<file path="config.mk">
export PLATFORM = sky130hd
export DESIGN_NAME = sdram_refresh_sched
export DESIGN_NICKNAME = d
export VERILOG_FILES = /design/src/rtl/sdram_refresh_pkg.sv /design/src/rtl/refresh_backlog.sv /design/src/rtl/refresh_delay_timer.sv /design/src/rtl/refresh_ctrl_fsm.sv /design/src/rtl/sdram_refresh_sched.sv
export SDC_FILE = /design/constraint.sdc
export NUM_CORES = 1
export LEC_CHECK = 0
export BUFFER_PORTS_ARGS = -buffer_cell sky130_fd_sc_hd__buf_2
export CAP_MARGIN = 20
export CORE_AREA = 2 2 49 51
export DETAILED_ROUTE_END_ITERATION = 8
export DIE_AREA = 0 0 51 53
export GPL_TIMING_DRIVEN = 0
export PLACE_DENSITY = 0.82
export SLEW_MARGIN = 10
export SYNTH_ARGS = -nofsm -noshare
export SYNTH_HDL_FRONTEND = slang
export SYNTH_SLANG_ARGS = --single-unit
</file>
<file path="constraint.sdc">
create_clock -name clk -period 6.4 [get_ports clk]
set_clock_uncertainty 0.1 [all_clocks]
set_input_delay 1.28 -clock clk [delete_from_list [all_inputs] [get_ports clk]]
set_output_delay 1.28 -clock clk [all_outputs]
set_load 0.01 [all_outputs]
</file>
<file path="src/rtl/sdram_refresh_pkg.sv">
package sdram_refresh_pkg;
  typedef enum logic [2:0] {
    ST_IDLE,
    ST_PRE_REF,
    ST_PRE_SLP,
    ST_REF,
    ST_RWAIT,
    ST_SLEEP,
    ST_XWAIT
  } sched_state_t;
endpackage

</file>
<file path="src/rtl/refresh_backlog.sv">
module refresh_backlog #(
  parameter int INTERVAL    = 1560,
  parameter int BACKLOG_MAX = 8,
  parameter int WAKE_REFS   = 2
) (
  input  logic clk,
  input  logic rst_n,
  input  logic run,
  input  logic ref_done,
  output logic owed_any,
  output logic wake_pend
);
  localparam int IW = (INTERVAL > 1) ? $clog2(INTERVAL) : 1;
  localparam int OW = $clog2(BACKLOG_MAX + 1);
  localparam int WW = $clog2(WAKE_REFS + 1);

  logic [IW-1:0] ivl_q;
  logic [OW-1:0] owed_q;
  logic [WW-1:0] wake_q;
  logic tick, full, inc, dec, overdue;

  always_comb begin
    tick    = (ivl_q == IW'(INTERVAL - 1));
    full    = (owed_q == OW'(BACKLOG_MAX));
    inc     = tick && (!full || ref_done);
    dec     = ref_done && (owed_q != '0);
    overdue = tick && full && !ref_done;
  end

  always_ff @(posedge clk) begin
    if (!rst_n || !run) begin
      ivl_q  <= '0;
      owed_q <= '0;
      wake_q <= '0;
    end else begin
      ivl_q <= tick ? '0 : ivl_q + 1'b1;
      if (inc && !dec)
        owed_q <= owed_q + 1'b1;
      else if (dec && !inc)
        owed_q <= owed_q - 1'b1;
      if (overdue)
        wake_q <= WW'(WAKE_REFS);
      else if (ref_done && wake_q != '0)
        wake_q <= wake_q - 1'b1;
    end
  end

  assign owed_any  = (owed_q != '0);
  assign wake_pend = (wake_q != '0);
endmodule

</file>
<file path="src/rtl/refresh_delay_timer.sv">
module refresh_delay_timer #(
  parameter int W = 3
) (
  input  logic         clk,
  input  logic         rst_n,
  input  logic         load,
  input  logic [W-1:0] load_val,
  output logic         expired
);
  logic [W-1:0] cnt_q;

  always_ff @(posedge clk) begin
    if (!rst_n)
      cnt_q <= '0;
    else if (load)
      cnt_q <= load_val;
    else if (cnt_q != '0)
      cnt_q <= cnt_q - 1'b1;
  end

  assign expired = (cnt_q == '0);
endmodule

</file>
<file path="src/rtl/refresh_ctrl_fsm.sv">
module refresh_ctrl_fsm
  import sdram_refresh_pkg::*;
#(
  parameter int TRC = 7,
  parameter int TW  = 3
) (
  input  logic          clk,
  input  logic          rst_n,
  input  logic          sleep_req,
  input  logic          pre_ack,
  input  logic          ref_ack,
  input  logic          owed_any,
  input  logic          wake_pend,
  input  logic          tmr_expired,
  output logic          tmr_load,
  output logic [TW-1:0] tmr_val,
  output sched_state_t  state
);
  sched_state_t nxt;

  always_comb begin
    nxt      = state;
    tmr_load = 1'b0;
    tmr_val  = '0;
    unique case (state)
      ST_IDLE:
        if (sleep_req)                  nxt = ST_PRE_SLP;
        else if (owed_any || wake_pend) nxt = ST_PRE_REF;
      ST_PRE_REF:
        if (pre_ack) nxt = ST_REF;
      ST_PRE_SLP:
        if (pre_ack) nxt = ST_SLEEP;
      ST_REF:
        if (ref_ack) begin
          nxt      = ST_RWAIT;
          tmr_load = 1'b1;
          tmr_val  = TW'(TRC - 2);
        end
      ST_RWAIT:
        if (tmr_expired) begin
          if (sleep_req)                  nxt = ST_SLEEP;
          else if (owed_any || wake_pend) nxt = ST_REF;
          else                            nxt = ST_IDLE;
        end
      ST_SLEEP:
        if (!sleep_req) begin
          nxt      = ST_XWAIT;
          tmr_load = 1'b1;
          tmr_val  = TW'(TRC);
        end
      ST_XWAIT:
        if (tmr_expired) nxt = ST_REF;
      default: nxt = ST_IDLE;
    endcase
  end

  always_ff @(posedge clk) begin
    if (!rst_n) state <= ST_IDLE;
    else        state <= nxt;
  end
endmodule

</file>
<file path="src/rtl/sdram_refresh_sched.sv">
module sdram_refresh_sched
  import sdram_refresh_pkg::*;
#(
  parameter int INTERVAL    = 1560,
  parameter int BACKLOG_MAX = 8,
  parameter int WAKE_REFS   = 2,
  parameter int TRC         = 7
) (
  input  logic clk,
  input  logic rst_n,
  input  logic sleep_req,
  output logic sleep_ready,
  output logic cke,
  output logic cmd_permit,
  output logic pre_req,
  input  logic pre_ack,
  output logic ref_req,
  input  logic ref_ack
);
  localparam int TW = $clog2(TRC + 1);

  sched_state_t  state;
  logic          owed_any, wake_pend, ref_done;
  logic          tmr_load, tmr_expired;
  logic [TW-1:0] tmr_val;

  assign ref_done = ref_req && ref_ack;

  refresh_backlog #(
    .INTERVAL(INTERVAL), .BACKLOG_MAX(BACKLOG_MAX), .WAKE_REFS(WAKE_REFS)
  ) u_backlog (
    .clk(clk), .rst_n(rst_n), .run(cke), .ref_done(ref_done),
    .owed_any(owed_any), .wake_pend(wake_pend)
  );

  refresh_delay_timer #(.W(TW)) u_timer (
    .clk(clk), .rst_n(rst_n), .load(tmr_load), .load_val(tmr_val),
    .expired(tmr_expired)
  );

  refresh_ctrl_fsm #(.TRC(TRC), .TW(TW)) u_fsm (
    .clk(clk), .rst_n(rst_n), .sleep_req(sleep_req), .pre_ack(pre_ack),
    .ref_ack(ref_ack), .owed_any(owed_any), .wake_pend(wake_pend),
    .tmr_expired(tmr_expired), .tmr_load(tmr_load), .tmr_val(tmr_val),
    .state(state)
  );

  assign pre_req     = (state == ST_PRE_REF) || (state == ST_PRE_SLP);
  assign ref_req     = (state == ST_REF);
  assign cke         = (state != ST_SLEEP);
  assign sleep_ready = (state == ST_SLEEP);
  assign cmd_permit  = (state == ST_IDLE) && !wake_pend;
endmodule

</file>
==> results by group, run 1 <==
Yosys
  • Seq cells post-synth: 23
  • Ys Warns: 0
  • Multiplexer area fraction after synthesis: 0.0483
  • Avg Cell Area, Syn: 8.41 um^2
  • Simple-gate share of the synthesized area: 0.253
  • Synth unique cells: 37
  • Adder-Cell Fraction of Synth Area: 0.0815
  • Mapped cell area: 0.00132 mm^2
  • Sequential fraction of the synthesis area: 0.349
  • Syn nets: 170
  • Post-Synth XOR/XNOR Area: 0.0995
  • Syn Inst Count: 157
  • Largest family of logic cells by synthesized area: simple AND/OR/NAND/NOR gates
  • Synth Area in Compound Gates: 0.128

GRT
  • Initial antenna violation count: 0
  • Global route total overflow: 0
  • Vias in the first global route: 1040
  • Global-route wire length before repair: 4260 um
  • Largest net degree at the start of global routing: 13
  • GRT Util Overall: 0.210

Placement
  • DP HPWL: 1830 um
  • RD Place Congestion: 0.808
  • Dpl cells: 193
  • Buffers added on ports: 8

Power
  • Combinational share of power: 0.402
  • Leakage: 0.554 nW
  • Sw frac: 0.354
  • Pwr Density: 284 mW/mm^2
  • Switching Power: 0.143 mW
  • Seq pwr share: 0.436
  • Max VDD drop: 0.196 mV
  • Internal Power: 0.260 mW
  • Clk network pwr share: 0.162

Finish
  • Seq. cell area: 460 um^2
  • Fill cells: 183
  • Finished Layout Cells: 197
  • Area grow syn2layout: 7.68%
  • Area of the multi-input gates: 806 um^2
  • Layout cells sized above 1: 0.107
  • Final #Nets: 183
  • Ant. Diodes: 0

Setup path
  • Crit-path max FO: 7
  • WP data required: 6.55 ns
  • Max incr delay on CP: 0.30 ns
  • CP max stage cell: or3_1
  • Critical path's top delay family: compound AO/OA/AOI/OAI gates
  • Critical-path cell list: buf_2, nand2_1, a31oi_1, ha_1, inv_1, ha_1, a21o_2, a21oi_1, xnor2_1, or3_1, a21oi_1
  • FF-to-FF Start: u_backlog.ivl_q[5]$_SDFF_PP0_
  • Buf/Inv on CP: 2
  • Crit path kind: primary input to flip-flop
  • CP Launch Point: ref_ack
  • Type of origin of the critical path: primary input
  • CP Capture Type: flip-flop
  • Crit path DAT: 3.24 ns

Clocking
  • Post_cts resized: 0
  • Skew-Pair Late Insertion Delay: 0.31 ns
  • H-Tree Depth: 1
  • Post-CTS Hold Buffers: 0
  • Reg clk slew, reported paths: 0.12 ns
  • CTS tree: built
  • Postcts setup bufs: 0
  • Bufs on Longest Clock Path: 2
  • Clock Sinks: 23
  • Total CTS buffers: 3
  • Root buffer cell: clkbuf_4

Status
  • Outcome: completed

STA
  • Tmin final: 3.09 ns
  • RSZ-0062 raised after global routing: false
  • Final hold violations: 0
  • Final setup fails: 0
  • Highest achievable clock rate: 323 MHz
  • Worst Max-Slew Pin Slew: 0.388 ns
  • Final period util: 0.483
  • Slew margin rel.: 0.741
  • Post-Route Setup TNS: 0 ns
  • Slew Limit Fails: 0

Routing
  • DRC: 0
  • DR iter-0 viols: 11
  • DRT Wirelength: 2380 um
  • Routed WL per cell: 12.1 um
  • 1st-pass router iterations: 5
  • Post-route ant nets: 0
  • Vias: 1092
  • Routed vias/inst: 5.54

Die
  • Die area: 0.00270 mm^2
  • Core Area: 0.00215 mm^2
  • Starting Density: 0.614
  • Die height: 53 um
  • Rows: 17
  • Ports: 10
  • Die W: 51 um

Min path
  • Origin of the worst min-delay path: u_backlog.ivl_q[0]$_SDFF_PP0_
  • Hold WC Path Type: flip-flop to flip-flop

Flow run
  • Max Cap Viol: 0
-- area by class of cell --
cell class / instances / share of cell area
Timing Repair Buffer: 8 / 0.0282
Sequential cell: 23 / 0.324
Clock buffer: 4 / 0.0185
Inverter: 10 / 0.0264
Buffer: 4 / 0.0114
Multi-Input combinational cell: 120 / 0.567
Tap cell: 28 / 0.0246
-- layer usage --
layer / vias to the layer above / wire length, um / GRT usage
met5: - / 0 / 0
met4: 0 / 31 / 0.0946
met2: 21 / 1150 / 0.400
li1: 567 / - / -
met1: 500 / 1110 / 0.230
met3: 4 / 79 / 0.0254
-- power groups by stage --
stage	Sequential [mW]	Combinational, mW	Clock, mW
3_5_place_dp	0.179	0.162	0
3_3_place_gp	0.178	0.154	0
2_1_floorplan	0.175	0.128	0
5_1_grt	0.178	0.182	0.0735
4_1_cts	0.176	0.162	0.0677
6_report	0.176	0.162	0.0653
-- worst reg2reg max path: stages (launching register included) --
cell and delay [ns]:
dfxtp_1 0.35, nor4b_1 0.31, nand4_1 0.21, a31oi_1 0.21, ha_1 0.21, inv_1 0.09, ha_1 0.28, a21o_2 0.21
a21oi_1 0.16, xnor2_1 0.09, or3_1 0.30, a21oi_1 0.13
-- state kept, by name, indices dropped and copies added, names as in the netlist --
register	cells
u_backlog.ivl_q	11
u_backlog.owed_q	4
u_backlog.wake_q	2
u_fsm.state	3
u_timer.cnt_q	3
-- kinds of logic after synthesis --
kind of cell	after synthesis
buffers and inverters	14
multiplexers	6
AND/OR/NAND/NOR	63
adder cells (fa/ha/maj)	8
flip-flops	23
AO/OA/AOI/OAI	28
XOR/XNOR	15
-- cell usage in the layout (no fill, tap or decap), types with 2 or more instances in the layout --
master,n
nor2_1,24
dfxtp_1,23
inv_1,10
nand2_1,9
buf_2,9
xnor2_1,9
o21ai_0,9
ha_1,7
a21oi_1,6
xor2_1,6
nand3_1,6
nand4_1,4
a31oi_1,4
clkbuf_1,4
nor3_1,3
mux2i_1,3
nor2b_1,3
o21a_1,3
mux2_2,3
clkbuf_4,3
nor4b_1,2
o211ai_1,2
or3_1,2
-- worst paths after layout --
path                                      endpoint  slack (ns)  cells past startpoint
setup reg to reg  u_backlog.owed_q[3]$_SDFFE_PP0P_        3.69                     11
hold / removal       u_backlog.ivl_q[0]$_SDFF_PP0_        0.37                      1
hold reg to reg      u_backlog.ivl_q[0]$_SDFF_PP0_        0.37                      1
setup / recovery  u_backlog.owed_q[3]$_SDFFE_PP0P_        3.31                     11
-- synth_stat cells --
cell | number | area (um^2)
nand3b_1 | 1 | 7.51
nand4_1 | 4 | 25.0
o21a_1 | 3 | 22.5
nor4b_1 | 2 | 17.5
nand2b_1 | 1 | 6.26
mux2_2 | 3 | 33.8
or3_4 | 1 | 11.3
a21o_2 | 1 | 8.76
nor3b_4 | 1 | 18.8
nor3_1 | 3 | 15.0
buf_2 | 1 | 5.00
nand4b_1 | 1 | 8.76
or2_0 | 1 | 6.26
xnor2_1 | 9 | 78.8
a21oi_1 | 6 | 30.0
o211ai_1 | 2 | 15.0
nor2b_1 | 3 | 18.8
nor2_1 | 24 | 90.1
o22ai_1 | 1 | 6.26
a31oi_1 | 4 | 25.0
nor4bb_1 | 1 | 10.0
ha_1 | 7 | 87.6
nand3_1 | 6 | 30.0
nor3b_1 | 1 | 7.51
and3_1 | 1 | 6.26
and3b_1 | 1 | 8.76
inv_1 | 10 | 37.5
xor2_1 | 6 | 52.6
a22oi_1 | 1 | 7.51
clkbuf_1 | 3 | 11.3
nand2_1 | 9 | 33.8
o21ai_0 | 9 | 45.0
a32oi_1 | 1 | 8.76
fa_1 | 1 | 20.0
mux2i_1 | 3 | 30.0
dfxtp_1 | 23 | 460
or3_1 | 2 | 12.5
-- stage by stage --
stage                     power [mW]  setup slack [ns]  hold slack [ns]  utilization  cell area, um^2
after floorplan                0.303              3.29            0.318            -             1320
after global placement         0.332              3.05            0.329        0.649             1400
after detailed placement       0.341              3.00            0.346        0.649             1400
after CTS                      0.406              3.32            0.370        0.662             1420
after global routing           0.434              3.12            0.396        0.662             1420
final                          0.403              3.31            0.371        0.662             1420
Note: power is estimated with default switching activity, not from simulation.
==> inputs of run 2 (changes only) <==
- CORE_AREA: 2 2 49 51 -> 2 2 54 56
- DIE_AREA: 0 0 51 53 -> 0 0 56 58
- PLACE_DENSITY: 0.82 -> 0.72
- clock period: 6.4 -> 2.6 ns (I/O delays scaled with it)
==> run 2 against run 1 <==
Compared with the run above:
- the run now ends with negative setup slack left
- utilization is 8.4 points lower
- cell count increased by 4.1%
- global-route usage fell by 3.1 points
- clock power rose to 2.6 times the previous value
- sequential share of layout area shrank 1.4 points
- combinational power up 150%
- largest cell class unchanged
- critical path type is now flip-flop to flip-flop
==> results by group, run 2 (synthesized netlist as in run 1, its figures left out) <==
Status
  • Outcome: finished, violations left
  • Failing checks: negative setup slack

Die
  • Core Area: 0.00266 mm^2
  • Die height: 58 um
  • Die W: 56 um
  • Starting Density: 0.496
  • Die area: 0.00325 mm^2
  • Rows: 19
  • Ports: 10

Power
  • Max VDD drop: 0.464 mV
  • Pwr Density: 657 mW/mm^2
  • Clk network pwr share: 0.167
  • Switching Power: 0.372 mW
  • Leakage: 0.603 nW
  • Internal Power: 0.638 mW
  • Seq pwr share: 0.433
  • Combinational share of power: 0.400
  • Sw frac: 0.368

Finish
  • Commonest non-fill, non-tap cells in the layout: nor2_1, dfxtp_1, inv_1, buf_2, o21ai_0
  • Max FFs per register: 11
  • Final #Nets: 188
  • Commonest non-fill, non-tap cell in the layout: nor2_1
  • Biggest regs: u_backlog.ivl_q (11), u_backlog.owed_q (4)
  • Most flops, register: u_backlog.ivl_q
  • Area grow syn2layout: 16.5%
  • Ant. Diodes: 0
  • Finished Layout Cells: 205
  • Final Util: 0.578
  • Layout cells sized above 1: 0.236

Setup path
  • Crit path to: u_backlog.owed_q[3]$_SDFFE_PP0P_
  • CP max stage cell: dfxtp_4
  • Crit-path max FO: 6
  • Max incr delay on CP: 0.39 ns
  • Crit path kind: flip-flop to flip-flop
  • FF-to-FF Start: u_backlog.ivl_q[6]$_SDFF_PP0_
  • WP data required: 2.75 ns
  • CP Capture Type: flip-flop
  • Critical-path cell list: nor4bb_2, nand4_1, a31oi_1, ha_2, inv_4, ha_4, a21o_4, a21oi_4, xnor2_2, or3_1, a21oi_1
  • CP Launch Point: u_backlog.ivl_q[6]$_SDFF_PP0_
  • Crit path DAT: 2.78 ns
  • Type of origin of the critical path: flip-flop
  • Reg2reg end: u_backlog.owed_q[3]$_SDFFE_PP0P_
  • Reg-to-reg slack, setup: -0.03 ns
  • FF-to-FF path depth: 11

Clocking
  • Clock Sinks: 23
  • Post-CTS Hold Buffers: 0
  • Total CTS buffers: 3
  • CTS tree: built
  • Root buffer cell: clkbuf_4
  • Reg clk slew, reported paths: 0.13 ns
  • Bufs on Longest Clock Path: 2
  • H-Tree Depth: 1
  • Skew-Pair Late Insertion Delay: 0.31 ns

GRT
  • Met2 usage: 0.318
  • M3 GR Usage: 0.0268
  • GRT Util Overall: 0.179
  • Global route total overflow: 0
  • Vias in the first global route: 1076
  • Global-route wire length before repair: 4640 um
  • Met1 GRT Util: 0.219
  • Gr busiest metal: met2
  • Initial antenna violation count: 0
  • Largest net degree at the start of global routing: 14

Placement
  • RD Place Congestion: 0.954
  • Buffers added on ports: 8
  • Dpl cells: 196
  • DP HPWL: 1860 um
  • DP Worst Slack: -0.0923 ns

Min path
  • Hold WC Path Type: flip-flop to flip-flop

STA
  • RSZ-0062 raised after global routing: true
  • Worst Max-Slew Pin Slew: 0.454 ns
  • Slew Limit Fails: 0
  • Final period util: 1.01
  • Slew margin rel.: 0.697
  • Tmin final: 2.63 ns
  • Highest achievable clock rate: 380 MHz
  • Final setup fails: 1
  • Final hold violations: 0
  • Setup WS post-layout: -0.0285 ns

Routing
  • Routed WL per cell: 13.6 um
  • DR iter-0 viols: 55
  • DRC: 0
  • 1st-pass router iterations: 4
  • Routed vias/inst: 5.59
  • DRT Wirelength: 2800 um
  • Vias: 1146
  • Post-route ant nets: 0

Flow run
  • Max Cap Viol: 0
-- run 2: changes by cell type in the layout (fill, tap and decap cells not counted), moves of 2 or more --
cell and change:
dfxtp_1 -9, ha_1 -2, dfxtp_2 +7, dfxtp_4 +2
buf_4 +5
-- run 2: critical path, delay by kind of cell, from the launching register on --
kind	cells	cell delay (ns)
AOI/OAI and AO/OA	4	0.67
xor gates and xnor gates	1	0.09
adders and majority gates	2	0.44
buffers and inverters	1	0.05
DFF	1	0.39
and+or+nand+nor	3	0.83
-- run 2: worst min path at each step --
stage | startpoint | endpoint | slack (ns) | cells after the start
finish | u_backlog.ivl_q[0]$_SDFF_PP0_ | u_backlog.ivl_q[0]$_SDFF_PP0_ | 0.36 | 1
global route | u_backlog.ivl_q[0]$_SDFF_PP0_ | u_backlog.ivl_q[0]$_SDFF_PP0_ | 0.37 | 1
CTS | u_backlog.ivl_q[0]$_SDFF_PP0_ | u_backlog.ivl_q[0]$_SDFF_PP0_ | 0.36 | 1
detailed placement | u_backlog.ivl_q[0]$_SDFF_PP0_ | u_backlog.ivl_q[0]$_SDFF_PP0_ | 0.34 | 1
global placement | u_backlog.ivl_q[0]$_SDFF_PP0_ | u_backlog.ivl_q[0]$_SDFF_PP0_ | 0.33 | 1
floorplan | u_backlog.ivl_q[0]$_SDFF_PP0_ | u_backlog.ivl_q[0]$_SDFF_PP0_ | 0.32 | 1
-- run 2: power by group through the flow --
stage / clock network (mW) / registers [mW] / logic [mW]
3_5_place_dp: 0 / 0.443 / 0.399
3_3_place_gp: 0 / 0.440 / 0.381
2_1_floorplan: 0 / 0.432 / 0.315
4_1_cts: 0.180 / 0.436 / 0.401
6_report: 0.169 / 0.437 / 0.404
5_1_grt: 0.187 / 0.441 / 0.453
-- run 2: repair_timing --
action,in CTS,in global routing
pin swaps,2,7
setup buffers,3,2
resized for setup,11,11
setup endpoints to repair,1,1
-- run 2: area by class of cell --
type | count | area, um^2
buffer | 4 | 16.3
clock buffer | 3 | 22.5
clock inverter | 1 | 5.00
fill | 227 | 1120
inverter | 10 | 40.0
multi-input combinational | 120 | 861
sequential | 23 | 477
tap | 31 | 38.8
timing repair buffer | 13 | 77.6
-- run 2: routing by layer --
| layer | routed length (um) | vias up | share of wire |
|---|---|---|---|
| met2 | 1380 | 38 | 0.49 |
| met1 | 1230 | 519 | 0.44 |
| met3 | 122 | 11 | 0.044 |
| met4 | 69 | 0 | 0.025 |
| li1 | - | 578 | - |
| met5 | 0 | - | 0 |
-- run 2: stage by stage --
stage	TNS (ns)	area (um^2)	hold slack [ns]	total power, mW
2_1_floorplan	0	1320	0.318	0.746
3_3_place_gp	-0.0606	1400	0.329	0.821
3_5_place_dp	-0.0923	1400	0.340	0.842
4_1_cts	0	1480	0.360	1.02
5_1_grt	-0.142	1540	0.366	1.08
6_report	-0.0285	1540	0.356	1.01
==> inputs of run 3 (changes only) <==
- ABC_AREA: unset -> 1
- CORE_AREA: 2 2 54 56 -> 2 2 56 58
- DIE_AREA: 0 0 56 58 -> 0 0 58 60
- PLACE_DENSITY: 0.72 -> 0.7
==> run 3 against run 2 <==
Compared with the run above:
- the flow now finishes without violations
- combinational power fell by 4%
- count of clock-buffer cells in the layout rose by 1
- synthesized cell count rose by 32%
- global-route usage fell by 1.6 points
- non-clock buffer count fell by 7
- via count rose by 9.4%
- flip-flop and latch count did not move
- maximum frequency rose by 10%
- utilization fell by 5.2 points
- cell count rose by 24%
- critical path type unchanged
- critical endpoint unchanged
- largest power group unchanged
==> results by group, run 3 <==
Status
  • Outcome: completed

Setup path
  • Type of origin of the critical path: flip-flop
  • CP max stage cell: dfxtp_2
  • Reg-to-reg slack, setup: 0.21 ns
  • CP Capture Type: flip-flop
  • Crit-path max FO: 3
  • CP most frequent cell: inv_1
  • Critical-path cell list: ha_1, nand2_1, inv_1, nand3_1, nor2_4, inv_1, nor2_2, ha_2, inv_1, ha_4, a21oi_1, nand2_1, and2_1, o21ai_1, a21oi_1
  • Reg2reg end: u_backlog.owed_q[3]$_SDFFE_PP0P_
  • Crit path kind: flip-flop to flip-flop
  • FF-to-FF Start: u_backlog.ivl_q[0]$_SDFF_PP0_
  • Crit path DAT: 2.49 ns
  • WP data required: 2.70 ns
  • Max incr delay on CP: 0.36 ns
  • FF-to-FF path depth: 15

Finish
  • Layout cells sized above 1: 0.136
  • Fill cells: 307
  • Ant. Diodes: 0
  • Max FFs per register: 11
  • Commonest non-fill, non-tap cell in the layout: nand2_1
  • Seq. cell area: 463 um^2
  • Final Util: 0.526
  • Final #Nets: 235
  • Commonest non-fill, non-tap cells in the layout: nand2_1, nor2_1, inv_1
  • Area of the multi-input gates: 820 um^2
  • Finished Cell Area: 0.00153 mm^2
  • Biggest regs: u_backlog.ivl_q (11), u_backlog.owed_q (4)
  • Finished Layout Cells: 254
  • Area grow syn2layout: 10.1%
  • Most flops, register: u_backlog.ivl_q

Placement
  • RD Place Congestion: 0.850
  • Dpl cells: 250
  • Placed cell areas: 0.00147 mm^2
  • DP HPWL: 2000 um
  • Buffers added on ports: 9

Power
  • Max VDD drop: 0.503 mV
  • Leakage: 0.725 nW
  • Pwr Density: 635 mW/mm^2
  • Overall Power: 0.970 mW

Clocking
  • Total CTS buffers: 3
  • CTS tree: built
  • H-Tree Depth: 1
  • Root buffer cell: clkbuf_4
  • Reg clk slew, reported paths: 0.12 ns
  • Post-CTS Hold Buffers: 0
  • Bufs on Longest Clock Path: 2
  • Skew-Pair Late Insertion Delay: 0.30 ns
  • Clock Sinks: 23

Yosys
  • Post-synth EDFFs: 0
  • Syn nets: 221
  • Async S/R FF share, synth: 0
  • Primary FF master, synth: dfxtp_1
  • Post-synth top area share: 0.332
  • Sequential fraction of the synthesis area: 0.332
  • Mapped cell area: 0.00139 mm^2
  • Seq cells post-synth: 23
  • Post-synth top area cell: dfxtp_1
  • Ys Warns: 0
  • Synth top cells by count: nand2_1, nor2_1, inv_1, dfxtp_1, nand3_1
  • Avg Cell Area, Syn: 6.67 um^2
  • Synth unique cells: 26
  • Syn Inst Count: 208
  • Count leader, synth: nand2_1
  • Top post-synthesis cells by area: dfxtp_1, nand2_1, nor2_1

STA
  • Slew margin rel.: 0.762
  • Worst Max-Slew Pin Slew: 0.354 ns
  • Slew Limit Fails: 0
  • Final period util: 0.919
  • Tmin final: 2.39 ns
  • Final setup fails: 0
  • Final hold violations: 0
  • Highest achievable clock rate: 418 MHz
  • Post-Route Setup TNS: 0 ns

Routing
  • Routed vias/inst: 4.94
  • DR iter-0 viols: 45
  • Routed WL per cell: 10.0 um
  • Post-route ant nets: 0
  • DRC: 0
  • Vias: 1254
  • 1st-pass router iterations: 4
  • DRT Wirelength: 2550 um

GRT
  • GRT Util Overall: 0.162
  • Global-route wire length before repair: 4400 um
  • Initial antenna violation count: 0
  • Global route total overflow: 0
  • Vias in the first global route: 1128
  • Largest net degree at the start of global routing: 13

Die
  • Ports: 10
  • Die area: 0.00348 mm^2
  • Die W: 58 um
  • Core Area: 0.00290 mm^2
  • Starting Density: 0.478
  • Die height: 60 um
  • Rows: 20

Min path
  • WHS Path Cells: 1
  • Origin of the worst min-delay path: u_backlog.ivl_q[0]$_SDFF_PP0_
  • Worst Hold End: u_backlog.ivl_q[0]$_SDFF_PP0_
  • Hold WC Path Type: flip-flop to flip-flop

Flow run
  • Max Cap Viol: 0
run 3: changes by cell type after synthesis, sizes merged, moves of 5 or more:
cell and change:
nand2 +36, inv +23, nor2 +15, nand3 +11
xnor2 -7, a21oi +5
run 3: timing repair:
action / 4_1_cts / 5_1_grt
setup buffers: 0 / 0
pin swaps: 0 / 1
setup endpoints to repair: 1 / 1
gates cloned: 0 / 0
resized for setup: 1 / 7
run 3: cell type report:
type | instances | area share
Multi-Input combinational cell | 151 | 0.537
Inverter | 33 | 0.0811
Tap cell | 33 | 0.0270
Clock buffer | 4 | 0.0172
Sequential cell | 23 | 0.303
Timing Repair Buffer | 9 | 0.0295
Buffer | 1 | 0.00492
run 3: metal layers:
metal / GRT usage / vias up / wire (um) / share of wire
li1: - / 692 / - / -
met1: 0.198 / 551 / 1260 / 0.49
met2: 0.284 / 9 / 1220 / 0.48
met3: 0.0195 / 2 / 51 / 0.020
met4: 0.0764 / 0 / 18 / 0.0071
met5: 0 / - / 0 / 0
run 3: cells by family after synthesis:
kind of cell,count (synthesis),share of synthesized area
compound gates,24,0.0930
xor+xnor,7,0.0442
fa+ha+maj,8,0.0776
buf+inv,34,0.0948
flops,23,0.332
simple gates,112,0.358
run 3: critical path, delay by kind of cell, from the launching register on:
family,cells,cell delay (ns)
adders and majority gates,3,0.59
and+or+nand+nor,6,0.69
buffers and inverters,3,0.24
DFF,1,0.36
AOI/OAI and AO/OA,3,0.31
run 3: power breakdown:
| group | switching, mW | internal [mW] |
|---|---|---|
| registers | 0.0340 | 0.392 |
| clock network | 0.0982 | 0.0597 |
| logic | 0.239 | 0.147 |
run 3: how the worst max path moves through the flow:
stage	slack [ns]	cells after the start	to	startpoint
global placement	0.01	15	u_backlog.owed_q[3]$_SDFFE_PP0P_	u_backlog.ivl_q[0]$_SDFF_PP0_
detailed placement	0.008	15	u_backlog.owed_q[3]$_SDFFE_PP0P_	u_backlog.ivl_q[0]$_SDFF_PP0_
finish	0.21	15	u_backlog.owed_q[3]$_SDFFE_PP0P_	u_backlog.ivl_q[0]$_SDFF_PP0_
global route	-0.004	15	u_backlog.owed_q[3]$_SDFFE_PP0P_	u_backlog.ivl_q[0]$_SDFF_PP0_
floorplan	0.21	15	u_backlog.owed_q[3]$_SDFFE_PP0P_	u_backlog.ivl_q[0]$_SDFF_PP0_
CTS	0.06	15	u_backlog.owed_q[3]$_SDFFE_PP0P_	u_backlog.ivl_q[0]$_SDFF_PP0_
run 3: metrics by stage:
step	setup slack (ns)	hold WS, ns
2_1_floorplan	0.215	0.318
3_3_place_gp	0.0107	0.331
3_5_place_dp	0.00795	0.339
4_1_cts	0.0603	0.353
5_1_grt	-0.00437	0.350
6_report	0.210	0.321
